[config.mk]
export PLATFORM = sky130hd
export DESIGN_NAME = lcr_bank
export DESIGN_NICKNAME = d
export VERILOG_FILES = /design/src/rtl/lcr_pkg.sv /design/src/rtl/lcr_stage.sv /design/src/rtl/lcr_commit.sv /design/src/rtl/lcr_bank.sv
export SDC_FILE = /design/constraint.sdc
export NUM_CORES = 1
export LEC_CHECK = 0
export BUFFER_PORTS_ARGS = -buffer_cell sky130_fd_sc_hd__buf_4
export CAP_MARGIN = 20
export CORE_ASPECT_RATIO = 1.2
export CORE_MARGIN = 1
export CORE_UTILIZATION = 50
export CTS_BUF_LIST = sky130_fd_sc_hd__clkbuf_8
export CTS_CLUSTER_DIAMETER = 200
export DETAILED_ROUTE_END_ITERATION = 12
export PLACE_DENSITY = 0.88
export SKIP_LAST_GASP = 1
export SYNTH_ARGS = -nofsm -noshare
export SYNTH_HDL_FRONTEND = slang
export SYNTH_HIERARCHICAL = 1
export SYNTH_SLANG_ARGS = --single-unit
[constraint.sdc]
create_clock -name clk -period 2.9 [get_ports clk]
set_input_delay 0.29 -clock clk [delete_from_list [all_inputs] [get_ports clk]]
set_output_delay 0.29 -clock clk [all_outputs]
set_load 0.03 [all_outputs]
[src/rtl/lcr_pkg.sv]
package lcr_pkg;

    localparam int HALF_W = 8;
    localparam int DIV_W  = 2 * HALF_W;
    localparam int CTRL_W = 7;
    localparam int WORD_W = DIV_W + CTRL_W;

    // Control byte layout: wlen[6:5] fifo[4] stop2[3] even[2] par[1] brk[0]
    typedef struct packed {
        logic [1:0] wlen;
        logic       fifo_en;
        logic       two_stop;
        logic       even_par;
        logic       par_en;
        logic       brk;
    } line_ctrl_t;

    typedef struct packed {
        line_ctrl_t             ctrl;
        logic [DIV_W-1:0]       divisor;
    } line_word_t;

    typedef enum logic [1:0] {
        SEL_LOW  = 2'd0,
        SEL_MID  = 2'd1,
        SEL_HIGH = 2'd2,
        SEL_NONE = 2'd3
    } reg_sel_t;

    function automatic reg_sel_t decode_addr(input logic [31:0] a);
        case (a)
            32'd0:   return SEL_LOW;
            32'd1:   return SEL_MID;
            32'd2:   return SEL_HIGH;
            default: return SEL_NONE;
        endcase
    endfunction

    function automatic logic [3:0] bits_per_char(input logic [1:0] code);
        return 4'd5 + {2'b00, code};
    endfunction

endpackage

[src/rtl/lcr_stage.sv]
module lcr_stage
    import lcr_pkg::*;
(
    input  logic              clk,
    input  logic              rst,
    input  logic [1:0]        wr_half,
    input  logic [HALF_W-1:0] wdata,
    output logic [DIV_W-1:0]  held
);

    for (genvar g = 0; g < 2; g++) begin : g_half
        logic [HALF_W-1:0] part_q;

        always_ff @(posedge clk) begin
            if (rst)
                part_q <= '0;
            else if (wr_half[g])
                part_q <= wdata;
        end

        assign held[g*HALF_W +: HALF_W] = part_q;
    end

    // A write to one half never disturbs the other half
    assert_other_half_R5: assert property (@(posedge clk) disable iff (rst)
        (wr_half == 2'b10) |=> $stable(held[HALF_W-1:0]));
    assert_other_half_mid_R5: assert property (@(posedge clk) disable iff (rst)
        (wr_half == 2'b01) |=> $stable(held[DIV_W-1:HALF_W]));

endmodule

[src/rtl/lcr_commit.sv]
module lcr_commit
    import lcr_pkg::*;
(
    input  logic             clk,
    input  logic             rst,
    input  logic             commit,
    input  logic             stage_wr,
    input  logic [DIV_W-1:0] held,
    input  line_ctrl_t       ctrl_in,
    output line_word_t       active
);

    line_word_t active_q;

    always_ff @(posedge clk) begin
        if (rst)
            active_q <= '0;
        else if (commit)
            active_q <= '{ctrl: ctrl_in, divisor: held};
    end

    assign active = active_q;

    assert_reset_clear_R8: assert property (@(posedge clk)
        rst |=> (active_q == '0));

    assert_commit_ctrl_R2: assert property (@(posedge clk) disable iff (rst)
        commit |=> (active_q.ctrl == $past(ctrl_in)));

    assert_commit_div_R1: assert property (@(posedge clk) disable iff (rst)
        commit |=> (active_q.divisor == $past(held)));

    assert_stage_only_R3: assert property (@(posedge clk) disable iff (rst)
        (stage_wr && !commit) |=> $stable(active_q));

    assert_idle_hold_R2: assert property (@(posedge clk) disable iff (rst)
        !commit |=> $stable(active_q));

endmodule

[src/rtl/lcr_bank.sv]
module lcr_bank
    import lcr_pkg::*;
#(
    parameter int ADDR_W = 4,
    parameter int DATA_W = 32
) (
    input  logic              clk,
    input  logic              rst,
    input  logic [ADDR_W-1:0] bus_addr,
    input  logic              bus_wr,
    input  logic [DATA_W-1:0] bus_wdata,
    output logic [DATA_W-1:0] bus_rdata,
    output logic [15:0]       cfg_divisor,
    output logic [1:0]        cfg_wlen,
    output logic [3:0]        cfg_data_bits,
    output logic              cfg_fifo_en,
    output logic              cfg_two_stop,
    output logic              cfg_even_par,
    output logic              cfg_par_en,
    output logic              cfg_break
);

    reg_sel_t          sel;
    logic [1:0]        wr_half;
    logic              wr_high;
    logic [DIV_W-1:0]  held;
    line_word_t        active;
    line_ctrl_t        ctrl_in;
    logic              unused_wdata_hi;

    assign sel     = decode_addr(32'(bus_addr));
    assign wr_half = {bus_wr && (sel == SEL_MID), bus_wr && (sel == SEL_LOW)};
    assign wr_high = bus_wr && (sel == SEL_HIGH);
    assign ctrl_in = line_ctrl_t'(bus_wdata[CTRL_W-1:0]);
    assign unused_wdata_hi = ^bus_wdata[DATA_W-1:HALF_W];

    lcr_stage i_stage (
        .clk     (clk),
        .rst     (rst),
        .wr_half (wr_half),
        .wdata   (bus_wdata[HALF_W-1:0]),
        .held    (held)
    );

    lcr_commit i_commit (
        .clk      (clk),
        .rst      (rst),
        .commit   (wr_high),
        .stage_wr (|wr_half),
        .held     (held),
        .ctrl_in  (ctrl_in),
        .active   (active)
    );

    always_comb begin
        bus_rdata = '0;
        case (sel)
            SEL_LOW:  bus_rdata[HALF_W-1:0] = held[HALF_W-1:0];
            SEL_MID:  bus_rdata[HALF_W-1:0] = held[DIV_W-1:HALF_W];
            SEL_HIGH: bus_rdata[CTRL_W-1:0] = active.ctrl;
            default:  bus_rdata = '0;
        endcase
    end

    assign cfg_divisor   = active.divisor;
    assign cfg_wlen      = active.ctrl.wlen;
    assign cfg_data_bits = bits_per_char(active.ctrl.wlen);
    assign cfg_fifo_en   = active.ctrl.fifo_en;
    assign cfg_two_stop  = active.ctrl.two_stop;
    assign cfg_even_par  = active.ctrl.even_par;
    assign cfg_par_en    = active.ctrl.par_en;
    assign cfg_break     = active.ctrl.brk;

    assert_rsvd_read_R10: assert property (@(posedge clk) disable iff (rst)
        1'b1 |-> (bus_rdata[DATA_W-1:HALF_W] == '0));

    assert_data_bits_R6: assert property (@(posedge clk) disable iff (rst)
        (cfg_data_bits >= 4'd5) && (cfg_data_bits <= 4'd8));

    assert_unmapped_write_R9: assert property (@(posedge clk) disable iff (rst)
        (bus_wr && sel == SEL_NONE) |=> ($stable(held) && $stable(active)));

endmodule

==> impl_metrics.py <==
metrics = {
    "clock_tree": {
        "cts_setup_buffers": 0,
        "cts_tree": "yes",
        "clockBufferDepth": 2,
        "cts_max_level": 2,
        "cts_root_buf": "clkbuf_8",
        "cts_buffers": 5,
        "postCtsHoldBufs": 0,
        "clkSinkCount": 39,
        "clk_pin_slew_ns": 0.07,
        "cts_resized": 0,
        "clkLatencyLatePin_ns": 0.29,
    },
    "timing": {
        "tns_ns": 0,
        "finalCriticalPeriod_ns": 1.656,
        "fin_worst_skew_ns": 0.002354,
        "worst_pin_slew_ns": 0.5539,
        "worst_slack_ns": 1.244,
        "timing.final.crit_share_pct": 57.09,
        "grt_setup_unrepaired": "no",
        "finalSetupViolations": 0,
        "relSlewSlack_pct": 62.87,
        "finalMaxSlewViolations": 0,
        "hold_viol": 0,
        "fmax_mhz": 604.0,
    },
    "final_layout": {
        "layout_common_cells": "54 x buf_4, 47 x mux2i_1, 40 x nor2_1",
        "drive_above_1_share_pct": 28.38,
        "diodes": 0,
        "layout_commonest_cell": "buf_4",
        "fin_cells": 266,
        "area_growth_syn_to_layout_pct": 18.45,
        "stdcell_area_mm2": 0.002193,
        "final_nets": 268,
    },
    "grt": {
        "grt_max_degree": 40,
        "track_usage_pct": 17.58,
        "antenna_found_initial": 0,
        "grt_pass1_wl_um": 5147,
        "overflow": 0,
        "grt_pass1_vias": 1127,
    },
    "run_status": {
        "violations": "DRC",
        "status": "finished with violations",
    },
    "route": {
        "viasPerCell": 4.805,
        "met2_length_um": 1613,
        "drt_iter0_drc": 44,
        "drcViolationCount": 6,
        "wl_met3_um": 188,
        "ant_nets": 0,
        "drt-total-wl_um": 3307,
        "dr.max_layer_used": "met4",
        "via_count": 1278,
        "wl_met1_um": 1453,
        "wire_per_inst_um": 12.43,
        "dr.pass1.iters": 9,
    },
    "worst_setup_path": {
        "start_kind": "input pin",
        "critical_path_cell_count": 6,
        "path_max_fanout": 10,
        "arrival_ns": 1.83,
        "cp_top_family": "simple AND/OR/NAND/NOR gates",
        "slowest_stage": "or3_4",
        "worstPathCellList": "buf_4 > or3_4 > nor3_2 > buf_4 > mux2i_1 > nor2_1",
        "crit_type": "input pin to register",
        "cpMostUsedCell": "buf_4",
        "max_stage_delay_ns": 0.47,
        "reg2reg_depth": 2,
        "end_kind": "register",
        "cp_num_buf_inv": 2,
        "worst_ep_required_time_ns": 3.07,
    },
    "pwr": {
        "swShare_pct": 24.50,
        "irDropWorstVdd_v": 0.0003685,
        "p_total_mw": 1.035,
        "pwr_density_cell_mw_per_mm2": 472.1,
        "p_int_mw": 0.7817,
        "combPwrFrac_pct": 10.2,
        "p_seq_share_pct": 52.4,
        "power.switching_mw": 0.2537,
        "clock_power_share_pct": 37.4,
        "leakage_nw": 0.9403,
    },
    "die": {
        "chipWidth_um": 57.56,
        "core_mm2": 0.003425,
        "rows": 23,
        "initial_core_util_pct": 54.07,
        "num_io_pins": 98,
        "dieArea_mm2": 0.003952,
        "die-height_um": 68.67,
    },
    "flow_run": {
        "maxCapViolations": 0,
    },
    "placed_design": {
        "place_hpwl_um": 2342,
        "gp_congestion": 0.7272,
        "pre_cts_ws_ns": 0.9606,
        "post_dp_cell_area_mm2": 0.002093,
        "placedCellCount": 258,
        "io_buffers": 49,
    },
    "synth": {
        "syn_inst": 179,
        "syn_area_mm2": 0.001852,
        "ys_warn_count": 6,
        "syn_avg_cell_area_um2": 10.35,
    },
    "hold_path": {
        "hold_path_depth": 3,
        "hold_path.class": "input pin to register",
    },
}
## layout make-up
type,instances,area (um^2)
well taps,37,46.29
inverters,4,15.01
repair buffers,54,405.4
fillers,309,1231
multi-input cells,124,845.8
clock buffers,7,96.34
flip-flops and latches,39,780.7
clock inverters,1,3.754
## power by group through the flow
| stage | combinational (mW) | clock (mW) | sequential [mW] |
|---|---|---|---|
| final | 0.105 | 0.387 | 0.543 |
| after global routing | 0.112 | 0.427 | 0.543 |
| after CTS | 0.106 | 0.399 | 0.543 |
| after detailed placement | 0.105 | 0 | 0.555 |
| after global placement | 0.105 | 0 | 0.555 |
| after floorplan | 0.104 | 0 | 0.557 |
## state kept, by name, indices dropped and copies added (netlist names)
signal and flops:
i_stage/g_half.part_q 16, i_commit/active 23
## worst min-delay path, delay by kind of cell
| family | cells | cell delay [ns] |
|---|---|---|
| mux | 1 | 0.06 |
| simple gates | 1 | 0.07 |
| buf+inv | 1 | 0.09 |
## final timing paths
kind,start,slack (ns),end
min reg2reg,i_commit/active[7],0.50,i_commit/active[7]
min,bus_wdata[7],0.25,i_stage/g_half[0].part_q[7]
max,bus_addr[1],1.24,i_stage/g_half[0].part_q[0]
max reg2reg,i_stage/g_half[1].part_q[3],2.24,i_commit/active[11]
## routing by layer
metal | GRT usage, % | up-vias
met3 | 4.104 | 5
met5 | 0 | -
li1 | - | 646
met1 | 20.95 | 579
met2 | 30.52 | 48
met4 | 7.317 | 0
## stage by stage
step / hold slack (ns) / utilization (%)
finish: 0.2482 / 64.05
CTS: 0.2455 / 64.05
global placement: 0.4776 / 61.13
floorplan: 0.3624 / -
global route: 0.2448 / 64.05
detailed placement: 0.4855 / 61.13
No activity file was read; power rests on OpenSTA's default activity.
